File: src/rtl/bpg_pkg.sv
// Shared sizes and cycle-type encoding for the byte parity guard.
package bpg_pkg;
    localparam int LANES  = 4;
    localparam int LANE_W = 8;
    localparam int DATA_W = LANES * LANE_W;

    typedef enum logic [1:0] {
        KIND_HOST = 2'b00,
        KIND_SYS  = 2'b01,
        KIND_REF  = 2'b10,
        KIND_REF2 = 2'b11
    } cyc_kind_e;
endpackage

File: src/rtl/bpg_wr_lanes.sv
// Write side: odd parity per byte lane and per-lane write enables.
// Assumes lane_sel is already decoded from width and address by the requester.
module bpg_wr_lanes #(
    parameter int LANES  = bpg_pkg::LANES,
    parameter int LANE_W = bpg_pkg::LANE_W,
    localparam int DW    = LANES * LANE_W
) (
    input  logic             cyc_act,
    input  logic             cyc_write,
    input  logic [1:0]       cyc_kind,
    input  logic [LANES-1:0] lane_sel,
    input  logic [DW-1:0]    wr_data,
    output logic [LANES-1:0] wr_par,
    output logic [LANES-1:0] data_we,
    output logic [LANES-1:0] par_we
);
    logic wr_go;

    // Writes are live only on non-refresh active write cycles.
    always_comb begin
        wr_go = cyc_act && cyc_write && !cyc_kind[1];
    end

    for (genvar i = 0; i < LANES; i++) begin : g_lane
        // Parity bit that makes the stored byte plus parity odd.
        always_comb begin
            wr_par[i]  = ~^wr_data[i*LANE_W +: LANE_W];
            data_we[i] = wr_go && lane_sel[i];
            par_we[i]  = wr_go && lane_sel[i];
        end
    end
endmodule

File: src/rtl/bpg_rd_check.sv
// Read side: checks every lane against its stored parity, whatever width was asked.
// Assumes rd_data and rd_par are valid while rd_sample is high.
module bpg_rd_check #(
    parameter int LANES  = bpg_pkg::LANES,
    parameter int LANE_W = bpg_pkg::LANE_W,
    localparam int DW    = LANES * LANE_W
) (
    input  logic [DW-1:0]    rd_data,
    input  logic [LANES-1:0] rd_par,
    output logic             any_bad
);
    logic [LANES-1:0] lane_bad;

    for (genvar i = 0; i < LANES; i++) begin : g_lane
        // A lane is bad when byte plus parity has an even count of ones.
        always_comb begin
            lane_bad[i] = ~(^{rd_data[i*LANE_W +: LANE_W], rd_par[i]});
        end
    end

    // Any failing lane fails the whole longword.
    always_comb begin
        any_bad = |lane_bad;
    end
endmodule

File: src/rtl/bpg_err_route.sv
// Registers one error result per read and routes it by cycle type.
// Assumes cyc_kind is stable across the read sample.
module bpg_err_route (
    input  logic       clk,
    input  logic       rst_n,
    input  logic       check_en,
    input  logic       cyc_start,
    input  logic       cyc_act,
    input  logic       cyc_write,
    input  logic [1:0] cyc_kind,
    input  logic       rd_sample,
    input  logic       any_bad,
    output logic       host_perr,
    output logic       sys_berr
);
    import bpg_pkg::*;

    logic fail_now;

    // A read failure counts only when checking is on and the cycle is not a refresh.
    always_comb begin
        fail_now = check_en && cyc_act && !cyc_write && !cyc_kind[1] && any_bad;
    end

    // Capture on the sample, clear on the next cycle start, otherwise hold.
    always_ff @(posedge clk) begin
        if (!rst_n) begin
            host_perr <= 1'b0;
            sys_berr  <= 1'b0;
        end else if (rd_sample) begin
            host_perr <= fail_now && (cyc_kind == KIND_HOST);
            sys_berr  <= fail_now && (cyc_kind == KIND_SYS);
        end else if (cyc_start) begin
            host_perr <= 1'b0;
            sys_berr  <= 1'b0;
        end
    end
endmodule

File: src/rtl/byte_parity_guard.sv
// Top: byte parity generation on writes, full-longword checking on reads,
// error routed to the host or system-bus output by cycle type.
module byte_parity_guard #(
    parameter int LANES  = bpg_pkg::LANES,
    parameter int LANE_W = bpg_pkg::LANE_W,
    localparam int DW    = LANES * LANE_W
) (
    input  logic             clk,
    input  logic             rst_n,
    input  logic             check_en,
    input  logic             cyc_start,
    input  logic             cyc_act,
    input  logic [1:0]       cyc_kind,
    input  logic             cyc_write,
    input  logic [LANES-1:0] lane_sel,
    input  logic [DW-1:0]    wr_data,
    output logic [LANES-1:0] wr_par,
    output logic [LANES-1:0] data_we,
    output logic [LANES-1:0] par_we,
    input  logic [DW-1:0]    rd_data,
    input  logic [LANES-1:0] rd_par,
    input  logic             rd_sample,
    output logic             host_perr,
    output logic             sys_berr
);
    logic any_bad;

    bpg_wr_lanes #(.LANES(LANES), .LANE_W(LANE_W)) u_wr (
        .cyc_act   (cyc_act),
        .cyc_write (cyc_write),
        .cyc_kind  (cyc_kind),
        .lane_sel  (lane_sel),
        .wr_data   (wr_data),
        .wr_par    (wr_par),
        .data_we   (data_we),
        .par_we    (par_we)
    );

    bpg_rd_check #(.LANES(LANES), .LANE_W(LANE_W)) u_rd (
        .rd_data (rd_data),
        .rd_par  (rd_par),
        .any_bad (any_bad)
    );

    bpg_err_route u_route (
        .clk       (clk),
        .rst_n     (rst_n),
        .check_en  (check_en),
        .cyc_start (cyc_start),
        .cyc_act   (cyc_act),
        .cyc_write (cyc_write),
        .cyc_kind  (cyc_kind),
        .rd_sample (rd_sample),
        .any_bad   (any_bad),
        .host_perr (host_perr),
        .sys_berr  (sys_berr)
    );
endmodule

File: config.mk
export PLATFORM = sky130hd
export DESIGN_NAME = byte_parity_guard
export DESIGN_NICKNAME = d
export VERILOG_FILES = /design/src/rtl/bpg_pkg.sv /design/src/rtl/bpg_wr_lanes.sv /design/src/rtl/bpg_rd_check.sv /design/src/rtl/bpg_err_route.sv /design/src/rtl/byte_parity_guard.sv
export SDC_FILE = /design/constraint.sdc
export NUM_CORES = 1
export LEC_CHECK = 0
export ABC_CLOCK_PERIOD_IN_PS = 4000
export CORE_UTILIZATION = 27
export CTS_CLUSTER_DIAMETER = 40
export CTS_CLUSTER_SIZE = 25
export DETAILED_ROUTE_END_ITERATION = 7
export PLACE_DENSITY = 0.85
export SLEW_MARGIN = 10
export SYNTH_ARGS = -nofsm -noshare
export SYNTH_HDL_FRONTEND = slang
export SYNTH_SLANG_ARGS = --single-unit
File: constraint.sdc
create_clock -name clk -period 4 [get_ports clk]
set_clock_uncertainty 0.15 [all_clocks]
set_input_delay 0.6 -clock clk [delete_from_list [all_inputs] [get_ports clk]]
set_output_delay 0.6 -clock clk [all_outputs]
set_load 0.03 [all_outputs]
Yosys cells after proc, flatten, opt, wreduce, memory -nomap -nowiden

Cells that the tools add are included.

Equal/unequal tests: 1
Mux-type cells: 3
Bitwise operators: 4
Reduce and logical (&&, ||, !) cells: 25

Operators with widths:

| kind                                                 | number |
|---|---|
| parity 9 bit                                         | 4 |
| XNOR reduction 8 bit                                 | 4 |
| logical AND 1 bit                                    | 12 |
| NOT 1 bit                                            | 4 |
| OR reduction 4 bit                                   | 1 |
| two-way mux 1 bit                                    | 3 |
| equality test 2 x 1 -> 1 bit (second input constant) | 1 |
| logical NOT 1 bit                                    | 2 |
| logical NOT 2 bit                                    | 1 |
| nonzero test 2 bit                                   | 1 |

Bits in registers: 2
Bits of input ports: 81
Output and inout bits: 14
Logic and storage cells: 35

Logic depth before layout (Yosys ltp)

Gate-level depths: netlist (run 1).

Depth in word-level cells: 6
Mapped depth: 5

Modules after synthesis

Synthesis (run 1) repeated with hierarchy kept, for this count alone.

Cells, all modules: 76
Area total of the unflattened synthesis: 732.0 um2

By module, submodules not included:

| module        | instances | cells an instance | area an instance (um2) | sequential area each (um2) |
|---|---|---|---|---|
| bpg_rd_check  | 1         | 29                | 321.6                  | 0.0 |
| bpg_wr_lanes  | 1         | 38                | 307.8                  | 0.0 |
| bpg_err_route | 1         | 9                 | 102.6                  | 40.0 |

Least setup slack after synthesis (run 1)

OpenSTA, ideal clock, no wires.

Path type: input-to-output
From: in wr_data[7]
To: out wr_par[0]
Arrival: 1413 ps
Required time: 3250 ps
Path slack: 1837 ps
Cell stages on the path: 3
Path buffers: 0
Cells stage by stage: xnor2_1 -> xnor2_1 -> xnor2_1

Cells in the longest elaborated chain, start to end: 1

Ends and longest elaborated chain:

| element              | line                    | RTL |
|---|---|---|
| from (decl)          | byte_parity_guard.sv:16 | `input logic [DW-1:0] wr_data,` |
| XNOR reduction 8 bit | bpg_wr_lanes.sv:27      | `wr_par[i] = ~^wr_data[i*LANE_W +: LANE_W];` |
| to (decl)            | byte_parity_guard.sv:17 | `output logic [LANES-1:0] wr_par,` |

No other way between the ends.

Worst setup path after layout (run 1)

From: in wr_data[10]
To: out wr_par[1]

Same word-level chain as after synthesis.

==> results of run 1 <==
==> power groups by stage <==
| stage | combinational [mW] | clock [mW] | sequential (mW) |
|---|---|---|---|
| finish | 0.292 | 0.0473 | 0.0204 |
| floorplan | 0.161 | 0 | 0.0210 |
| global placement | 0.288 | 0 | 0.0206 |
| CTS | 0.296 | 0.0487 | 0.0204 |
| global route | 0.312 | 0.0492 | 0.0204 |
| detailed placement | 0.294 | 0 | 0.0206 |
==> synth_stat cells <==
cell type  count  share of area (%)
nand2_1        3                1.5
o21ai_1        1               0.68
o31ai_2        1                1.7
xnor3_2        1                3.2
nand4_1        1               0.85
xnor2_1       47                 56
nor3b_1        1                1.0
buf_4          4                4.1
nor4_2         1                1.7
xor2_1         4                4.8
nand3_1        1               0.68
xnor3_1        3                9.2
nor4bb_1       1                1.4
nor2_1         1               0.51
and2_1         4                3.4
xnor2_4        1                3.7
dfxtp_1        2                5.5
==> metrics by stage <==
step           total power [mW]  utilization (%)  hold WS, ns  instances  setup WS, ns
3_3_place_gp              0.308             66.7        0.285        197          1.05
5_1_grt                   0.381             67.6        0.323        200         0.913
6_report                  0.359             67.6        0.326        200          1.00
2_1_floorplan             0.182                -        0.418         77          1.84
3_5_place_dp              0.315             66.7        0.308        197         0.983
4_1_cts                   0.365             67.6        0.312        200         0.987
==> per-layer routing <==
| layer | track usage, % | wire length (um) | part of all wire [%] |
|---|---|---|---|
| met1 | 13.8 | 693 | 28 |
| met2 | 39.2 | 1600 | 64 |
| met3 | 0.847 | 132 | 5.3 |
| met4 | 8.97 | 59 | 2.4 |
| met5 | 0 | 0 | 0 |
==> worst min-delay path by stage <==
stage                              to  slack (ns)  cells past startpoint         startpoint
finish              u_route.host_perr        0.33                      2  u_route.host_perr
global route         u_route.sys_berr        0.32                      2   u_route.sys_berr
CTS                  u_route.sys_berr        0.31                      2   u_route.sys_berr
detailed placement   u_route.sys_berr        0.31                      2   u_route.sys_berr
global placement     u_route.sys_berr        0.28                      2   u_route.sys_berr
floorplan            u_route.sys_berr        0.42                      2   u_route.sys_berr
==> critical path, stage by stage <==
cell and delay, ns:
clkdlybuf4s50_1 0.49, xnor2_1 0.15, xnor2_1 0.17, xnor2_1 0.14, clkdlybuf4s50_1 0.70
==> cell families after synthesis <==
kind of cell,after synthesis
compound gates,2
simple gates,13
xor+xnor,56
flops,2
buf+inv,4
==> cell type report <==
| cell class | count | area share, % |
|---|---|---|
| clock buffer | 3 | 1.32 |
| multi-input combinational | 71 | 39.0 |
| sequential | 2 | 2.35 |
| tap | 30 | 2.20 |
| timing repair buffer | 94 | 55.2 |
==> sequential cells by signal, summed over array words and instances, names as in the netlist <==
| signal | cells |
|---|---|
| u_route.sys_berr | 1 |
| u_route.host_perr | 1 |
==> run metrics, run 1 <==
crit path DAT 2.25 ns; DP HPWL 2310 um; Via density 4.36; switch share 35.1%; Hold Fails Final Rpt 0; Die Ht between 50 and 60 um; Post-Synth XOR/XNOR Area just under 80%; unrepaired setup endpoints after global routing no; Tot GR Track Use 17.3%; Power Dens Cells around 210 nW/um^2; number of max-cap violations 0; Synth Area in Simple Gates 11.1%; leakage power 0.608 nW; Routed WL 2480 um; combinational group share of total power 81.2%; Root Buffer clkbuf_4; CTS max path bufs 2; CTS Hold Bufs 0; Ports 95; Num CTS Buffers 3; final setup violation count 0; post-route cell area 1710 um^2; number of global-route vias before repair between 900 and 1,000; Setup crit end wr_par[1]; Rel. slew slack 72.7%; crit path kind in -> out; Seq. cell area approximately 40 um^2; multiplexer share of the synthesized area 0%; setup_tns 0 ns; FP Rows 18; synthesized cell area about 730 um^2; total core area between 2000 and 3000 um^2; first-pass GRT wire length 3570 um; H-tree depth 1; Initial DRC Count 2; crit-path max FO 1; wire per inst approximately 12 um; gpl congestion 0.745; die width 54.2 um; Sink Count 2; reg2reg start u_route.sys_berr; pin count of the biggest net entering global routing 5; min-delay worst type reg -> reg; post-route antenna net violation count 0; maximum clock frequency between 0.3 and 0.4 GHz; number of gates resized after CTS 0; Mapped Cells 77; compound-cell area share of the yosys netlist under 10%; Multi-input gate area 664 um^2; worst skew pair latency roughly 0.23 ns; Flop pwr share around 5.7%; Worst EP required 3.25 ns; n_diodes 0; Unique masters post-synth 17; sequential area share after synthesis 5.45%; max-slew violations 0; Tmin final ~3 ns; via count 871; synthesis-to-finish area growth 132%; R2R Setup Slk 3.29 ns; CP startpoint wr_data[10]; P_sw 0.126 mW; Worst Reg-to-Reg Cells 2; Least-Margin Pin Slew 0.404 ns; clock share of power a little over an eighth; nets 253; Max VDD drop 175 uV; clock edge transition at the registers on the reported setup and hold paths about 0.030 ns; commonest cells after routing, fill and taps aside clkdlybuf4s50_1 (94), xnor2_1 (47), and2_1 (4), xor2_1 (4); CP endpoint kind output port; Yosys warnings 0; layout cells sized above 1 4.12%; Int Pwr 0.233 mW; drt first pass iters 4; synthesized area per cell 9.54 um^2; GRT overflow 0; Starting Density between 20% and 30%; startpoint types input port; Setup Buffers After CTS 0; Final Cycle Share ~75%; reg-to-reg critical path endpoint u_route.sys_berr; status finished clean; dpl cell area approximately 1700 um^2; PortBufs 94; largest family of logic cells by synthesized area XOR/XNOR gates; #FFs+latches synth 2; die area 2930 um^2; initial antenna violation count 0; most common cell after layout, fill and taps aside clkdlybuf4s50_1; Synth Area in Adders 0%; syn_nets ~160; fillers 204; CTS tree built; DR DRC count 0
(Power assumes the default switching activity.)
==> run 2: changes to the inputs <==
- ABC_CLOCK_PERIOD_IN_PS: 4000 -> 2980
- CORE_UTILIZATION: 27 -> 25
- PLACE_DENSITY: 0.85 -> 0.8
- clock period: 4 -> 2.98 ns (I/O delays scaled with it)
==> run metrics, run 2 (same netlist as run 1, synthesis figures left out) <==
unrepaired setup endpoints after global routing no; Ports 95; clock edge transition at the registers on the reported setup and hold paths 0.03 ns; layout cells sized above 1 4.12%; Tmin final 2.66 ns; CTS tree built; Int Pwr between 0.3 and 0.4 mW; number of global-route vias before repair between 900 and 1,000; gpl congestion 0.655; Sink Count 2; Power Dens Cells 280 nW/um^2; Buf/Inv on CP 2; crit-path most repeated cell xnor2_1; setup_tns 0 ns; leakage power 0.608 nW; non-filler instance count after layout 201; post-route antenna net violation count 0; startpoint types input port; DR DRC count 0; die width 56.2 um; DP HPWL 2110 um; first-pass GRT wire length 3480 um; most common cell after layout, fill and taps aside clkdlybuf4s50_1; Hold WS 0.316 ns; Num CTS Buffers 3; Tot GR Track Use 14.3%; crit path DAT 2.07 ns; CTS max path bufs 2; number of gates resized after CTS 0; highest cell delay on the worst timing path 0.69 ns; Via density 4.24; Least-Margin Pin Slew 0.374 ns; Die Ht around 56 um; top flop regs u_route.host_perr: 1 flops, u_route.sys_berr: 1 flops; die area 3160 um^2; crit-path max FO 1; CP startpoint wr_data[13]; reg2reg start u_route.host_perr; status finished clean; Hold Fails Final Rpt 0; n_diodes 0; Initial DRC Count 12; wire per inst roughly 11 um; fillers 255; CP endpoint kind output port; GRT overflow 0; nets approximately 250; maximum clock frequency around 0.38 GHz; clock share of power 12.9%; via count 853; Final Cycle Share 89.4%; crit path kind in -> out; Starting Density 26.4%; P_sw 0.165 mW; final core occ between 60% and 70%; Rel. slew slack about three quarters; final setup violation count 0; min-delay worst type reg -> reg; FP Rows 19; total core area roughly 2800 um^2; Worst EP required 2.38 ns; dpl cells roughly 200; commonest cells after routing, fill and taps aside clkdlybuf4s50_1 (94), xnor2_1 (47), and2_1 (4), xor2_1 (4); Routed WL ~2200 um; Root Buffer clkbuf_4; CP cell instances clkdlybuf4s50_1, xnor2_1, xnor2_1, xnor2_1, clkdlybuf4s50_1; initial antenna violation count 0; drt first pass iters 4; combinational group share of total power 81.4%; PortBufs 94; H-tree depth 1; cell class contributing the biggest share of worst-path delay buffers and inverters; Flop pwr share 5.7%; worst skew pair latency 0.23 ns; synthesis-to-finish area growth 132%; number of max-cap violations 0; switch share 34.5%; CTS Hold Bufs 0; Setup Buffers After CTS 0; pin count of the biggest net entering global routing 5; hold_sp u_route.sys_berr; Crit-path slowest cell clkdlybuf4s50_1; max-slew violations 0; Max VDD drop 305 uV
## run 2: cell counts in the layout (fill, tap and decap cells not counted)
Identical to the previous run, type by type.
## run 2: layout make-up
type | count | area, um^2 | share of cell area [%]
well taps | 31 | 38.8 | 2.27
clock buffers | 3 | 22.5 | 1.32
repair buffers | 94 | 941 | 55.1
multi-input cells | 71 | 664 | 38.9
flip-flops and latches | 2 | 40.0 | 2.35
## run 2: final timing paths
| path | endpoint | slack (ns) | cells after the start |
|---|---|---|---|
| max reg2reg | u_route.host_perr | 2.27 | 2 |
| max | wr_par[1] | 0.32 | 5 |
| min reg2reg | u_route.sys_berr | 0.32 | 2 |
| min | u_route.sys_berr | 0.32 | 2 |
## run 2: power by group through the flow
stage / clock network [mW] / logic, mW / registers, mW
global placement: 0 / 0.386 / 0.0277
finish: 0.0616 / 0.389 / 0.0274
detailed placement: 0 / 0.392 / 0.0277
global route: 0.0675 / 0.411 / 0.0274
CTS: 0.0661 / 0.394 / 0.0273
floorplan: 0 / 0.216 / 0.0281
## run 2: through the flow
| stage | worst slack, ns | power (mW) | area [um^2] |
|---|---|---|---|
| 2_1_floorplan | 1.12 | 0.244 | 734 |
| 3_3_place_gp | 0.350 | 0.413 | 1680 |
| 3_5_place_dp | 0.313 | 0.420 | 1680 |
| 4_1_cts | 0.302 | 0.488 | 1710 |
| 5_1_grt | 0.248 | 0.506 | 1710 |
| 6_report | 0.316 | 0.478 | 1710 |
## run 2: per-layer routing
layer	vias to the layer above	routed length [um]	GRT usage (%)
li1	430	-	-
met1	387	619	10.3
met2	34	1450	33.0
met3	2	118	3.26
met4	0	25	5.23
met5	-	0	0
## run 2: tightest hold or removal path, delay by kind of cell, from the launching register on
| kind | cells | cell delay, ns |
|---|---|---|
| AOI/OAI and AO/OA | 1 | 0.06 |
| DFF | 1 | 0.30 |
| and+or+nand+nor | 1 | 0.05 |
